**src/rtl/pbu_pkg.sv**
```systemverilog
package pbu_pkg;
  typedef enum logic [1:0] {
    CL_NONE  = 2'd0,
    CL_SHORT = 2'd1,
    CL_LBR   = 2'd2,
    CL_LSKP  = 2'd3
  } op_class_t;

  localparam logic [3:0] GRP_SHORT = 4'h3;
  localparam logic [3:0] GRP_LONG  = 4'hC;
endpackage

```
**src/rtl/pbu_decode.sv**
```systemverilog
module pbu_decode
  import pbu_pkg::*;
(
  input  logic [7:0] opcode,
  output op_class_t  cls,
  output logic [2:0] sel,
  output logic       inv
);
  always_comb begin
    if (opcode[7:4] == GRP_SHORT)
      cls = CL_SHORT;
    else if (opcode[7:4] == GRP_LONG)
      cls = opcode[2] ? CL_LSKP : CL_LBR;
    else
      cls = CL_NONE;
  end

  assign sel = opcode[2:0];
  assign inv = opcode[3];
endmodule

```
**src/rtl/pbu_cond.sv**
```systemverilog
module pbu_cond
  import pbu_pkg::*;
#(
  parameter int NUM_EF = 4
) (
  input  op_class_t         cls,
  input  logic [2:0]        sel,
  input  logic              inv,
  input  logic              d_zero,
  input  logic              df,
  input  logic              q,
  input  logic [NUM_EF-1:0] ef,
  input  logic              ie,
  output logic              hit
);
  localparam int N_CAND = 8;

  logic [N_CAND-1:0] cand;
  logic              base;

  assign cand[0] = 1'b1;
  assign cand[1] = q;
  assign cand[2] = d_zero;
  assign cand[3] = df;

  genvar gi;
  generate
    for (gi = 0; gi < 4; gi++) begin : g_flag
      if (gi < NUM_EF) begin : g_have
        assign cand[4+gi] = ef[gi];
      end else begin : g_tie
        assign cand[4+gi] = 1'b0;
      end
    end
  endgenerate

  always_comb begin
    if (cls == CL_SHORT)
      base = cand[sel];
    else
      base = cand[{1'b0, sel[1:0]}];
  end

  always_comb begin
    unique case (cls)
      CL_SHORT, CL_LBR: hit = base ^ inv;
      CL_LSKP:          hit = (sel[1:0] == 2'd0) ? (inv & ie) : (base == inv);
      default:          hit = 1'b0;
    endcase
  end
endmodule

```
**src/rtl/pbu_seq.sv**
```systemverilog
module pbu_seq
  import pbu_pkg::*;
#(
  parameter int PC_W = 16
) (
  input  logic            clk,
  input  logic            rst_n,
  input  logic            start,
  input  op_class_t       cls,
  input  logic            hit,
  input  logic [PC_W-1:0] pc_in,
  input  logic [PC_W/2-1:0] op_byte,
  output logic            accept_evt,
  output logic            done,
  output logic [PC_W-1:0] pc_out,
  output logic [1:0]      exec_cycles,
  output logic            taken,
  output logic            busy
);
  localparam int BYTE_W = PC_W / 2;

  function automatic logic [PC_W-1:0] pc_step(input logic [PC_W-1:0] p, input int unsigned n);
    pc_step = p + PC_W'(n);
  endfunction

  function automatic logic [PC_W-1:0] page_jump(input logic [PC_W-1:0] p, input logic [BYTE_W-1:0] lo);
    page_jump = {p[PC_W-1:BYTE_W], lo};
  endfunction

  typedef enum logic {ST_IDLE = 1'b0, ST_SECOND = 1'b1} st_t;

  st_t              state;
  op_class_t        cls_q;
  logic             hit_q;
  logic [PC_W-1:0]  pc_q;
  logic [BYTE_W-1:0] hi_q;
  logic [PC_W-1:0]  short_nxt;
  logic [PC_W-1:0]  long_nxt;

  assign accept_evt = start && (state == ST_IDLE) && (cls != CL_NONE);
  assign busy       = (state == ST_SECOND);

  always_comb begin
    short_nxt = hit ? page_jump(pc_in, op_byte) : pc_step(pc_in, 1);
  end

  always_comb begin
    if (cls_q == CL_LBR)
      long_nxt = hit_q ? {hi_q, op_byte} : pc_step(pc_q, 2);
    else
      long_nxt = hit_q ? pc_step(pc_q, 2) : pc_q;
  end

  always_ff @(posedge clk) begin
    if (!rst_n) begin
      state       <= ST_IDLE;
      cls_q       <= CL_NONE;
      hit_q       <= 1'b0;
      pc_q        <= '0;
      hi_q        <= '0;
      done        <= 1'b0;
      pc_out      <= '0;
      exec_cycles <= 2'd0;
      taken       <= 1'b0;
    end else begin
      done <= 1'b0;
      if (state == ST_SECOND) begin
        state       <= ST_IDLE;
        done        <= 1'b1;
        pc_out      <= long_nxt;
        exec_cycles <= 2'd2;
        taken       <= hit_q;
      end else if (accept_evt) begin
        if (cls == CL_SHORT) begin
          done        <= 1'b1;
          pc_out      <= short_nxt;
          exec_cycles <= 2'd1;
          taken       <= hit;
        end else begin
          state <= ST_SECOND;
          cls_q <= cls;
          hit_q <= hit;
          pc_q  <= pc_in;
          hi_q  <= op_byte;
        end
      end
    end
  end
endmodule

```
**src/rtl/pc_branch_unit.sv**
```systemverilog
module pc_branch_unit
  import pbu_pkg::*;
#(
  parameter int PC_W   = 16,
  parameter int NUM_EF = 4
) (
  input  logic              clk,
  input  logic              rst_n,
  input  logic              start,
  input  logic [7:0]        opcode,
  input  logic [PC_W-1:0]   pc_in,
  input  logic [PC_W/2-1:0] op_byte,
  input  logic              d_zero,
  input  logic              df,
  input  logic              q,
  input  logic [NUM_EF-1:0] ef,
  input  logic              ie,
  output logic              done,
  output logic [PC_W-1:0]   pc_out,
  output logic [1:0]        exec_cycles,
  output logic              taken,
  output logic              busy
);
  op_class_t  cls_w;
  logic [2:0] sel_w;
  logic       inv_w;
  logic       hit_w;
  logic       accept_evt;

  pbu_decode u_dec (
    .opcode (opcode),
    .cls    (cls_w),
    .sel    (sel_w),
    .inv    (inv_w)
  );

  pbu_cond #(.NUM_EF(NUM_EF)) u_cond (
    .cls    (cls_w),
    .sel    (sel_w),
    .inv    (inv_w),
    .d_zero (d_zero),
    .df     (df),
    .q      (q),
    .ef     (ef),
    .ie     (ie),
    .hit    (hit_w)
  );

  pbu_seq #(.PC_W(PC_W)) u_seq (
    .clk         (clk),
    .rst_n       (rst_n),
    .start       (start),
    .cls         (cls_w),
    .hit         (hit_w),
    .pc_in       (pc_in),
    .op_byte     (op_byte),
    .accept_evt  (accept_evt),
    .done        (done),
    .pc_out      (pc_out),
    .exec_cycles (exec_cycles),
    .taken       (taken),
    .busy        (busy)
  );
endmodule

```
**config.mk**
```make
export PLATFORM = sky130hd
export DESIGN_NAME = pc_branch_unit
export DESIGN_NICKNAME = d
export VERILOG_FILES = /design/src/rtl/pbu_pkg.sv /design/src/rtl/pbu_decode.sv /design/src/rtl/pbu_cond.sv /design/src/rtl/pbu_seq.sv /design/src/rtl/pc_branch_unit.sv
export SDC_FILE = /design/constraint.sdc
export NUM_CORES = 1
export LEC_CHECK = 0
export BUFFER_PORTS_ARGS = -buffer_cell sky130_fd_sc_hd__buf_2
export CORE_AREA = 2 2 99 101
export CTS_CLUSTER_SIZE = 8
export DETAILED_ROUTE_END_ITERATION = 6
export DIE_AREA = 0 0 101 103
export SETUP_SLACK_MARGIN = 0.15
export SLEW_MARGIN = 5
export SYNTH_ARGS = -nofsm -noshare
export SYNTH_HDL_FRONTEND = slang
export SYNTH_SLANG_ARGS = --single-unit
```
**constraint.sdc**
```tcl
create_clock -name clk -period 2.7 [get_ports clk]
set_input_delay 0.54 -clock clk [delete_from_list [all_inputs] [get_ports clk]]
set_output_delay 0.54 -clock clk [all_outputs]
set_load 0.01 [all_outputs]
```
; ---- After elaboration in Yosys (flattened, before gate mapping)
; Cells that the tools add are included.
[word_totals]
regBits = 48
inputBits = 43
output_inout_bits = 21
wordCells = 66
[op_classes]
add_sub_neg = 2
n_lt_le_gt_ge = 2
n_eq_ne = 7
muxes = 27
bitwise = 6
n_reduce_logical = 12
[op_table]
columns = operator, count
row1 = 16-bit two-way mux, 7
row2 = 16-bit by 1-bit adder with 16-bit output (second input constant), 1
row3 = 16-bit by 2-bit adder with 16-bit output (second input constant), 1
row4 = 1-bit two-way mux, 12
row5 = 2-bit two-way mux, 5
row6 = 2-bit equality test (second input constant), 3
row7 = 2-bit nonzero test, 3
row8 = 4-bit by 2-bit equality test with 1-bit output (second input constant), 1
row9 = 4-bit equality test (second input constant), 1
row10 = 2-bit by 4-bit < comparator with 1-bit output (second input constant), 1
row11 = 3-bit by 4-bit < comparator with 1-bit output (second input constant), 1
row12 = 1-bit NOT, 4
row13 = 2-bit AND reduction, 2
row14 = 2-bit OR reduction, 2
row15 = 1-bit binary-select mux with 3-bit select, 1
row16 = 3-bit AND reduction, 1
row17 = 3-bit OR reduction, 1
row18 = 1-bit binary-select mux with 2-bit select, 1
row19 = 2-bit by 1-bit equality test with 1-bit output (second input constant), 1
row20 = 1-bit logical AND, 2
row21 = 2-bit zero test, 1
row22 = 1-bit one-hot mux with 2 select lines, 1
row23 = 1-bit AND, 1
row24 = 1-bit equality test, 1
row25 = 1-bit bitwise XOR, 1

; ---- Logic depth before layout (Yosys ltp)
; Gate-level depths: netlist of run 1.
[depth]
ltp_word = 12
mapped_depth = 13
ltp_nobuf = 12

; ---- Cells and area by module
; From an unflattened synthesis of run 1, not the netlist that was laid out.
[hier_totals]
cells_unflattened = 375
area_unflattened_um2 = 2905.3
[modules_own_cells]
columns = module, n_inst, cells_each, area_per_inst_um2
row1 = pbu_seq, 1, 344, 2666.3
row2 = pbu_cond, 1, 24, 182.7
row3 = pbu_decode, 1, 7, 56.3

; ---- Worst setup path after synthesis of run 1
; Ideal clock, no wire load.
[synth_path]
kind = input to register
from = input port opcode[4]
to = register u_seq.pc_out[9]
setup_ns = 0.116
t_arrival_ns = 2.702
setup_slack_ns = -0.118
stages = 11
path_buffers = 0
cell_sequence = nor3_1 -> a32oi_1 -> inv_1 -> ha_1 -> nand3_1 -> o22ai_1 -> nor4b_2 -> nor4_4 -> a21oi_4 -> or3_1 -> and4_1
[synth_via]
elab_chain_len = 12
[synth_rtl]
columns = item, line
row1 = start: declaration, pc_branch_unit.sv:10  ; input logic [7:0] opcode,
row2 = 4-bit equality test, pbu_decode.sv:12  ; else if (opcode[7:4] == GRP_LONG)
row3 = 2-bit two-way mux, pbu_decode.sv:12
row4 = 2-bit two-way mux (*), pbu_decode.sv:10  ; if (opcode[7:4] == GRP_SHORT)
row5 = via cls_w[0], pc_branch_unit.sv:24  ; op_class_t cls_w;
row6 = 2-bit by 1-bit equality test with 1-bit output, "pbu_cond.sv:38, pbu_cond.sv:45, pbu_seq.sv:74"
row7 = 1-bit two-way mux, pbu_cond.sv:38  ; if (cls == CL_SHORT)
row8 = 1-bit equality test, pbu_cond.sv:47  ; CL_LSKP: hit = (sel[1:0] == 2'd0) ? (inv & ie) : (base == inv);
row9 = 1-bit two-way mux, pbu_cond.sv:47
row10 = 1-bit one-hot mux with 2 select lines, pbu_cond.sv:45  ; unique case (cls)
row11 = 16-bit two-way mux, pbu_seq.sv:44  ; short_nxt = hit ? page_jump(pc_in, op_byte) : pc_step(pc_in, 1);
row12 = 16-bit two-way mux, pbu_seq.sv:74  ; if (cls == CL_SHORT) begin
row13 = 16-bit two-way mux, pbu_seq.sv:73  ; end else if (accept_evt) begin
row14 = 16-bit two-way mux, pbu_seq.sv:67  ; if (state == ST_SECOND) begin
row15 = end signal: assignment, pbu_seq.sv:70  ; pc_out <= long_nxt;
row16 = end signal: assignment, pbu_seq.sv:76  ; pc_out <= short_nxt;
row17 = end: declaration, pbu_seq.sv:15  ; output logic [PC_W-1:0] pc_out,
; Mark *: on every way through the listed nets, which the timed path passes. The rest lies on a longest branch. The select of a mux whose other input is x is not followed.
; A chain may end at the register's enable or synchronous reset.

; ---- Worst setup path in the final report of run 1
[layout_path]
from = input port opcode[7]
to = register u_seq.pc_out[9]
; The elaborated chain is that of the path after synthesis.

==> results of run 1 <==
==> repair_timing <==
action / in CTS / in global routing
pin swaps: 6 / 10
hold buffers: 0 / 0
hold endpoints to repair: 0 / 0
gates resized for setup: 2 / 19
cloned: 0 / 0
endpoints found under the setup margin: 16 / 17
buffers inserted: 3 / 6
==> power by group <==
| part | internal, mW | switching [mW] |
|---|---|---|
| Clock | 0.280 | 0.273 |
| Combinational | 0.127 | 0.156 |
| Sequential | 0.730 | 0.0201 |
| Total | 1.14 | 0.449 |
==> sequential cells by signal, summed over array words and instances, names as in the netlist <==
signal             flops
u_seq.hi_q             8
u_seq.exec_cycles      2
u_seq.busy             1
u_seq.pc_q            16
u_seq.hit_q            1
u_seq.taken            1
u_seq.pc_out          16
u_seq.cls_q            2
u_seq.done             1
==> logic make-up after synthesis <==
logic type               count (synthesis)
AND/OR/NAND/NOR                        168
buffers and inverters                   31
flip-flops                              48
XOR/XNOR                                19
AO/OA/AOI/OAI                          122
multiplexers                             9
adder cells (fa/ha/maj)                  7
==> layout make-up <==
class | count | area share (%)
Clock buffer | 5 | 1.70
Clock inverter | 3 | 1.18
Inverter | 5 | 0.464
Multi-Input combinational cell | 325 | 53.6
Sequential cell | 48 | 23.8
Tap cell | 114 | 3.53
Timing Repair Buffer | 101 | 15.8
==> per-stage QoR <==
| stage | util [%] | worst slack (ns) | power [mW] | setup TNS [ns] |
|---|---|---|---|---|
| after detailed placement | 39.6 | -0.324 | 1.02 | -4.19 |
| after floorplan | - | -0.0160 | 0.894 | -0.0160 |
| final | 42.8 | 0.217 | 1.59 | 0 |
| after CTS | 41.1 | 0.150 | 1.57 | 0 |
| after global routing | 42.8 | 0.0867 | 1.66 | 0 |
| after global placement | 39.6 | -0.202 | 1.02 | -2.25 |
==> routing by layer <==
layer | global-route usage [%] | part of all wire, %
met1 | 28.5 | 45
met5 | 0 | 0
met4 | 5.51 | 1.6
met2 | 32.9 | 47
met3 | 3.05 | 6.0
==> worst max-delay path, delay by kind of cell <==
kind / cells / cell delay [ns]
and+or+nand+nor: 6 / 0.95
buffers and inverters: 2 / 0.23
AOI/OAI and AO/OA: 3 / 0.45
xor gates and xnor gates: 1 / 0.37
adders and majority gates: 1 / 0.15
==> path summary, 6_finish.rpt <==
check | endpoint | slack (ns) | cells after the start
max | u_seq.pc_out[9]$_SDFFE_PN0P_ | 0.22 | 13
min | u_seq.hi_q[7]$_SDFFE_PN0P_ | 0.47 | 2
max reg2reg | u_seq.pc_out[13]$_SDFFE_PN0P_ | 0.41 | 8
min reg2reg | u_seq.hi_q[7]$_SDFFE_PN0P_ | 0.47 | 2
==> placed cells by master (no fill, tap or decap), types with 3 or more instances in the layout <==
cell type / instances
a2111oi_4: 3
a211oi_1: 4
a21boi_0: 19
a21oi_1: 24
a22oi_1: 5
a31oi_1: 11
and2_1: 4
and3_1: 9
and4_1: 4
buf_2: 61
buf_4: 36
clkbuf_8: 5
dfxtp_1: 48
ha_1: 4
inv_1: 4
mux2i_1: 8
nand2_1: 71
nand2b_1: 7
nand3_1: 13
nand4_1: 6
nand4b_1: 4
nor2_1: 26
nor2b_1: 3
nor3_1: 5
o211ai_1: 5
o21ai_0: 18
o21ai_1: 6
o22ai_1: 3
o311ai_0: 3
xnor2_1: 12
xor2_1: 6
==> impl_metrics.env, run 1 <==
export IMPL_status="finished clean"
export IMPL_wl_per_cell_um=17.6
export IMPL_ys_flop_type="dfxtp_1"
export IMPL_drive_gt1_share_pct=27.3
export IMPL_p_leak_nw=1.52
export IMPL_max_freq_ghz=0.403
export IMPL_crit_slowest_cell="xnor2_2"
export IMPL_dp_cells=584
export IMPL_irDropWorstVdd_mv=0.327
export IMPL_drc_errors=0
export IMPL_synth_most_common_cell="nand2_1"
export IMPL_finClkSkew_ns=0.00563
export IMPL_ys_async_sr_fraction_pct=0
export IMPL_clk_pin_slew_worst_paths_ns=0.10
export IMPL_synth_top_area_share_pct=31.1
export IMPL_die_area_sq_um=10400
export IMPL_power_per_cell_area_nw_per_um2=392
export IMPL_antenna_diode_count=0
export IMPL_nNetsFinal=534
export IMPL_core_sq_um=9460
export IMPL_vias=3418
export IMPL_cts_sink_count=48
export IMPL_drtIter0Drc=265
export IMPL_fin_area_sq_um=4040
export IMPL_vias_per_cell=5.69
export IMPL_synth_area_leaders="dfxtp_1 31%, nand2_1 8.7%, a21boi_0 4.6%"
export IMPL_synth_top_family_by_area="simple AND/OR/NAND/NOR gates"
export IMPL_synthMuxAreaShare_pct=2.95
export IMPL_synth_compound_area_share_pct=26.6
export IMPL_cp_required_ns=2.91
export IMPL_synth_seq_cells=48
export IMPL_drtPass1Iterations=5
export IMPL_port_buffers=63
export IMPL_ys_seq_area_share_pct=31.1
export IMPL_start_util_pct=32.7
export IMPL_grt_pass1_vias=3225
export IMPL_synth_fp_nets=452
export IMPL_synth_edf_count=0
export IMPL_crit_arrival_ns=2.70
export IMPL_cts_max_path_buffers=2
export IMPL_min_period_over_period_pct=92.0
export IMPL_antenna_found_initial=0
export IMPL_path_cells="clkbuf_4, nand2_8, nor3_4, a32oi_2, inv_2, ha_4, nand3_1, o22ai_4, nor2_2, xnor2_2, a21oi_4, or3_1, and4_1"
export IMPL_multi_input_area_sq_um=2170
export IMPL_worst_pin_slew_ns=0.800
export IMPL_relSlewSlack_pct=46.5
export IMPL_critPathLaunchType="input pin"
export IMPL_setup_viol=0
export IMPL_crit_fanout=5
export IMPL_grt_ovfl_total=0
export IMPL_area_delta_synth_final_pct=30.8
export IMPL_die_h_um=103
export IMPL_synthesis_area_sq_um=3090
export IMPL_rows=36
export IMPL_pin_count=64
export IMPL_die_w_um=101
export IMPL_synth_cells=404
export IMPL_clk_latency_ns=0.31
export IMPL_synth_distinct_cells=56
export IMPL_slowest_delay_ns=0.37
export IMPL_synth_simple_area_share_pct=27.1
export IMPL_timing_rr_start="u_seq.pc_q[1]$_SDFFE_PN0P_"
export IMPL_nFillCells=973
export IMPL_dp_hpwl_mm=7.80
export IMPL_slew_viol_final=0
export IMPL_synthXorXnorAreaFrac_pct=5.63
export IMPL_gp_congestion=0.900
export IMPL_h_tree_depth=2
export IMPL_cts_buffers=5
export IMPL_routed_wl_mm=10.6
export IMPL_grt_max_degree=36
export IMPL_worstSetupEndpointType="register"
export IMPL_synth_adder_area_share_pct=2.67
export IMPL_hp_class="register to register"
export IMPL_post_dp_cell_area_sq_um=3750
export IMPL_drv_cap=0
export IMPL_cts_tree="done"
export IMPL_holdWs_ns=0.472
export IMPL_final_seq_area_sq_um=961
export IMPL_hold_path_startpoint="u_seq.hi_q[7]$_SDFFE_PN0P_"
export IMPL_drtAntennaViolNets=0
export IMPL_yosys_top_cells_count="72 x nand2_1, 48 x dfxtp_1, 27 x nor2_1"
export IMPL_synth_largest_area_cell="dfxtp_1"
export IMPL_startpoint="opcode[7]"
export IMPL_rsz0062_at_grt="yes"
export IMPL_grt_pass1_wl_mm=16.6
export IMPL_cts_root_buf="clkbuf_8"
export IMPL_path_class="input pin to register"
export IMPL_grt_util_all_layers_pct=20.4
export IMPL_final_instance_count_excl_fill=601
export IMPL_min_period_ns=2.48
export IMPL_finalHoldViolCount=0
export IMPL_ys_warn_count=0
export IMPL_syn_avg_cell_area_sq_um=7.65
No activity file was read; power rests on OpenSTA's default activity.
==> run 2, diff against run 1 <==
PLACE_DENSITY = 0.62   (was unset)
clock period = 3 ns   (was 2.7 ns; I/O delays follow)
==> run 2 against run 1 <==
Compared with the run above:
- final cell count shrank 1.7%
- sequential share of layout area grew 1.2 points
- clock skew rose by 0.0055 ns
- clock power is 30% lower
- setup slack worse by 0.016 ns
- utilization shrank 2.1 points
- flip-flop and latch count unchanged
- wire length fell by 2.5%
- clock-buffer cell count grew 1
- critical path type unchanged
==> impl_metrics.env, run 2 (synthesized netlist as in run 1, its figures left out) <==
export IMPL_drc_errors=0
export IMPL_setup_viol=0
export IMPL_clk_pin_slew_worst_paths_ns=0.09
export IMPL_finalWorstSetupSlack_ns=0.201
export IMPL_pin_count=64
export IMPL_irDropWorstVdd_mv=0.158
export IMPL_antenna_diode_count=0
export IMPL_combinationalPowerShare_pct=17.5
export IMPL_final_instance_count_excl_fill=591
export IMPL_rows=36
export IMPL_core_sq_um=9460
export IMPL_final_cell_mix="71 x nand2_1, 63 x buf_2, 48 x dfxtp_1"
export IMPL_total_power_mw=1.29
export IMPL_netSwitchingFraction_pct=29.1
export IMPL_critPathLaunchType="input pin"
export IMPL_holdWs_ns=0.468
export IMPL_cts_buffers=5
export IMPL_die_w_um=101
export IMPL_antenna_found_initial=0
export IMPL_final_common_cell="nand2_1"
export IMPL_max_freq_ghz=0.357
export IMPL_hold_depth=2
export IMPL_reg_top3="u_seq.pc_out x16, u_seq.pc_q x16, u_seq.hi_q x8"
export IMPL_cts_tree="done"
export IMPL_finClkSkew_ns=0.0112
export IMPL_preCtsSetupSlack_ns=-0.0910
export IMPL_cts_max_path_buffers=2
export IMPL_drv_cap=0
export IMPL_die_h_um=103
export IMPL_p_sw_mw=0.375
export IMPL_vias_per_cell=5.61
export IMPL_drtAntennaViolNets=0
export IMPL_drtIter0Drc=172
export IMPL_grt_max_degree=36
export IMPL_area_delta_synth_final_pct=24.3
export IMPL_grt_util_all_layers_pct=20.0
export IMPL_final_util_pct=40.6
export IMPL_cp_required_ns=3.19
export IMPL_worst_pin_slew_ns=0.952
export IMPL_crit_arrival_ns=2.99
export IMPL_start_util_pct=32.7
export IMPL_cts_sink_count=48
export IMPL_path_class="input pin to register"
export IMPL_rsz0062_at_grt="no"
export IMPL_worstSetupEndpointType="register"
export IMPL_hp_class="register to register"
export IMPL_h_tree_depth=2
export IMPL_p_leak_nw=1.46
export IMPL_vias=3313
export IMPL_min_period_over_period_pct=93.3
export IMPL_reg2reg_depth=8
export IMPL_drtPass1Iterations=4
export IMPL_grt_pass1_wl_mm=16.1
export IMPL_drive_gt1_share_pct=24.1
export IMPL_wl_per_cell_um=17.4
export IMPL_dp_hpwl_mm=7.70
export IMPL_grt_pass1_vias=3108
export IMPL_nFillCells=975
export IMPL_min_period_ns=2.80
export IMPL_post_dp_cell_area_sq_um=3650
export IMPL_dp_cells=579
export IMPL_seqPwrFrac_pct=52.5
export IMPL_die_area_sq_um=10400
export IMPL_p_int_mw=0.914
export IMPL_setup_tns_ns=0
export IMPL_power_frac_clock_pct=30.0
export IMPL_fin_area_sq_um=3840
export IMPL_grt_ovfl_total=0
export IMPL_crit_fanout=4
export IMPL_hold_buffers=0
export IMPL_slew_viol_final=0
export IMPL_power_per_cell_area_nw_per_um2=335
export IMPL_cts_root_buf="clkbuf_8"
export IMPL_relSlewSlack_pct=36.5
export IMPL_gp_congestion=0.893
export IMPL_routed_wl_mm=10.3
export IMPL_clk_latency_ns=0.31
export IMPL_nNetsFinal=525
export IMPL_finalHoldViolCount=0
export IMPL_status="finished clean"
export IMPL_port_buffers=63
[run 2: cell types whose count changed in the layout (fill, tap and decap cells not counted), sizes merged]
cell and delta:
clkbuf +1, clkinv -1, bufinv -1, buf -9
[run 2: layout make-up]
class | instances | area (sq um) | share of cell area, %
Multi-Input combinational cell | 325 | 2080 | 54.0
Clock inverter | 1 | 5.00 | 0.130
Inverter | 5 | 18.8 | 0.488
Sequential cell | 48 | 961 | 25.0
Tap cell | 114 | 143 | 3.71
Timing Repair Buffer | 92 | 567 | 14.8
Clock buffer | 6 | 72.6 | 1.89
[run 2: worst max-delay path, stage by stage]
cell and delay, ns:
buf_2 0.09, nand2_2 0.07, nor3_4 0.21, buf_6 0.13, inv_1 0.07, ha_4 0.17
a222oi_1 0.30, buf_4 0.20, nor4b_2 0.06, nor4_4 0.43, a21oi_4 0.09, or3_1 0.38
and4_1 0.19
[run 2: routing by layer]
| layer | track usage (%) | share of wire (%) |
|---|---|---|
| met1 | 27.8 | 47 |
| met2 | 31.3 | 45 |
| met3 | 2.98 | 5.6 |
| met4 | 7.38 | 2.5 |
| met5 | 0 | 0 |
[run 2: path summary, 6_finish.rpt]
kind / from / endpoint / slack (ns)
hold / removal: u_seq.pc_q[0]$_SDFFE_PN0P_ / u_seq.pc_q[0]$_SDFFE_PN0P_ / 0.47
hold reg to reg: u_seq.pc_q[0]$_SDFFE_PN0P_ / u_seq.pc_q[0]$_SDFFE_PN0P_ / 0.47
setup reg to reg: u_seq.pc_q[1]$_SDFFE_PN0P_ / u_seq.pc_out[13]$_SDFFE_PN0P_ / 0.48
setup / recovery: opcode[6] / u_seq.pc_out[9]$_SDFFE_PN0P_ / 0.20
[run 2: power groups by stage]
stage | sequential (mW) | combinational, mW | clock [mW]
floorplan | 0.690 | 0.111 | 0
global placement | 0.691 | 0.211 | 0
detailed placement | 0.692 | 0.215 | 0
CTS | 0.677 | 0.215 | 0.390
global route | 0.680 | 0.247 | 0.417
finish | 0.677 | 0.225 | 0.387
[run 2: repair_timing]
item | in CTS | in global routing
setup endpoints to repair | 0 | 9
setup buffers | 0 | 4
resized for setup | 0 | 11
==> run 3, diff against run 2 <==
ABC_AREA = 1   (was unset)
CORE_AREA = 2 2 98 100   (was 2 2 99 101)
DIE_AREA = 0 0 100 102   (was 0 0 101 103)
SYNTH_HIERARCHICAL = 1   (was unset)
==> run 3 against run 2 <==
Compared with the run above:
- clock-buffer cell count unchanged
- largest power group unchanged
- sequential power down 2%
- non-clock buffer count down 20
==> impl_metrics.env, run 3 <==
export IMPL_status="finished clean"
export IMPL_drv_cap=0
export IMPL_critPathLaunchType="input pin"
export IMPL_final_cell_mix="115 x nand2_1, 63 x buf_2, 56 x inv_1"
export IMPL_power_per_cell_area_nw_per_um2=372
export IMPL_core_sq_um=9110
export IMPL_preCtsSetupSlack_ns=0.171
export IMPL_finalWorstSetupSlack_ns=0.491
export IMPL_drive_gt1_share_pct=17.1
export IMPL_cts_buffers=5
export IMPL_start_util_pct=33.1
export IMPL_hold_depth=2
export IMPL_die_area_sq_um=10200
export IMPL_cts_root_buf="clkbuf_8"
export IMPL_hold_path_startpoint="u_seq/hi_q[1]$_SDFFE_PN0P_"
export IMPL_clk_pin_slew_worst_paths_ns=0.09
export IMPL_worst_pin_slew_ns=0.475
export IMPL_die_w_um=100
export IMPL_path_cells="buf_2, nor3_2, inv_1, ha_1, nand2_1, nand2_1, nor2_1, nand2_1, nand3_1, nand3_1, nand2_1, a21oi_2, inv_1, nand3_1, nor2_1, nand3_1, nor2_1, nand2_1, o21ai_0, nor2_1, nor2_1"
export IMPL_multi_input_area_sq_um=1720
export IMPL_slew_viol_final=0
export IMPL_reg2reg_slack_ns=1.23
export IMPL_grt_pass1_wl_mm=15.2
export IMPL_wl_per_cell_um=14.6
export IMPL_grt_max_degree=55
export IMPL_cts_tree="done"
export IMPL_p_leak_nw=1.57
export IMPL_final_seq_area_sq_um=961
export IMPL_timing_rr_start="u_seq/cls_q[0]$_SDFFE_PN0P_"
export IMPL_final_instance_count_excl_fill=650
export IMPL_cts_max_path_buffers=2
export IMPL_nFillCells=998
export IMPL_path_class="input pin to register"
export IMPL_gp_congestion=0.877
export IMPL_timing_rr_end="u_seq/pc_out[15]$_SDFFE_PN0P_"
export IMPL_drtAntennaViolNets=0
export IMPL_hold_buffers=0
export IMPL_relSlewSlack_pct=68.3
export IMPL_synth_cells=480
export IMPL_slowest_delay_ns=0.19
export IMPL_irDropWorstVdd_mv=0.187
export IMPL_port_buffers=63
export IMPL_nNetsFinal=586
export IMPL_cp_required_ns=3.24
export IMPL_min_period_over_period_pct=83.6
export IMPL_setup_tns_ns=0
export IMPL_post_cts_resized=0
export IMPL_hp_class="register to register"
export IMPL_reg_top3="u_seq/pc_out x16, u_seq/pc_q x16, u_seq/hi_q x8"
export IMPL_syn_avg_cell_area_sq_um=6.28
export IMPL_min_period_ns=2.51
export IMPL_drtIter0Drc=317
export IMPL_vias_per_cell=5.15
export IMPL_setup_viol=0
export IMPL_drtPass1Iterations=5
export IMPL_cts_sink_count=48
export IMPL_grt_util_all_layers_pct=18.8
export IMPL_worstSetupEndpointType="register"
export IMPL_rows=35
export IMPL_vias=3345
export IMPL_synthesis_area_sq_um=3020
export IMPL_pin_count=64
export IMPL_max_freq_ghz=0.399
export IMPL_routed_wl_mm=9.49
export IMPL_dp_hpwl_mm=7.22
export IMPL_antenna_diode_count=0
export IMPL_crit_arrival_ns=2.75
export IMPL_crit_slowest_cell="nor3_2"
export IMPL_crit_fanout=5
export IMPL_dp_cells=642
export IMPL_synth_fp_nets=528
export IMPL_post_cts_repair_setup_buffers=0
export IMPL_rsz0062_at_grt="no"
export IMPL_ys_warn_count=6
export IMPL_finClkSkew_ns=0.00416
export IMPL_h_tree_depth=2
export IMPL_antenna_found_initial=0
export IMPL_drc_errors=0
export IMPL_die_h_um=102
export IMPL_reg2reg_depth=10
export IMPL_hold_end="u_seq/hi_q[1]$_SDFFE_PN0P_"
export IMPL_area_delta_synth_final_pct=17.4
export IMPL_grt_ovfl_total=0
export IMPL_grt_pass1_vias=3167
export IMPL_final_common_cell="nand2_1"
export IMPL_clk_latency_ns=0.30
export IMPL_holdWs_ns=0.461
export IMPL_finalHoldViolCount=0
==> run 3: metrics by stage <==
stage	total power, mW	utilization [%]	instance area [sq um]
2_1_floorplan	0.782	-	3020
3_3_place_gp	0.859	37.7	3430
3_5_place_dp	0.861	37.7	3430
4_1_cts	1.33	38.9	3540
5_1_grt	1.38	38.9	3540
6_report	1.32	38.9	3540
==> run 3: where the power goes <==
part	internal (mW)	switching, mW	leakage, nW	total (mW)
clock network	0.248	0.220	0.0552	0.467
registers	0.653	0.0108	0.389	0.664
logic	0.0674	0.117	1.12	0.185
total	0.968	0.348	1.57	1.32
==> run 3: layer usage <==
| metal | routed length [um] | GRT usage [%] | vias up |
|---|---|---|---|
| met1 | 4140 | 23.7 | 1532 |
| met2 | 4600 | 33.6 | 114 |
| met5 | 0 | 0 | - |
| met4 | 189 | 5.90 | 0 |
| li1 | - | - | 1685 |
| met3 | 556 | 2.33 | 14 |
==> run 3: worst max path at each step <==
| stage | start | end | slack, ns | depth (start not counted) |
|---|---|---|---|---|
| after floorplan | opcode[7] | u_seq/pc_out[10]$_SDFFE_PN0P_ | 0.31 | 20 |
| after global placement | opcode[5] | u_seq/pc_out[15]$_SDFFE_PN0P_ | 0.27 | 22 |
| after detailed placement | opcode[5] | u_seq/pc_out[15]$_SDFFE_PN0P_ | 0.17 | 21 |
| after CTS | opcode[5] | u_seq/pc_out[15]$_SDFFE_PN0P_ | 0.49 | 21 |
| after global routing | opcode[6] | u_seq/pc_out[15]$_SDFFE_PN0P_ | 0.19 | 23 |
| final | opcode[5] | u_seq/pc_out[15]$_SDFFE_PN0P_ | 0.49 | 21 |
==> run 3: critical path: cells and delay by family <==
| kind | cells | cell delay (ns) |
|---|---|---|
| simple gates | 15 | 1.46 |
| buf+inv | 3 | 0.32 |
| compound gates | 2 | 0.21 |
| fa+ha+maj | 1 | 0.18 |
==> run 3: layout make-up <==
type	instances	area share [%]
timing repair buffer	72	10.8
sequential	48	27.1
inverter	61	6.47
tap	111	3.92
clock inverter	2	0.989
multi-input combinational	350	48.6
clock buffer	6	2.05
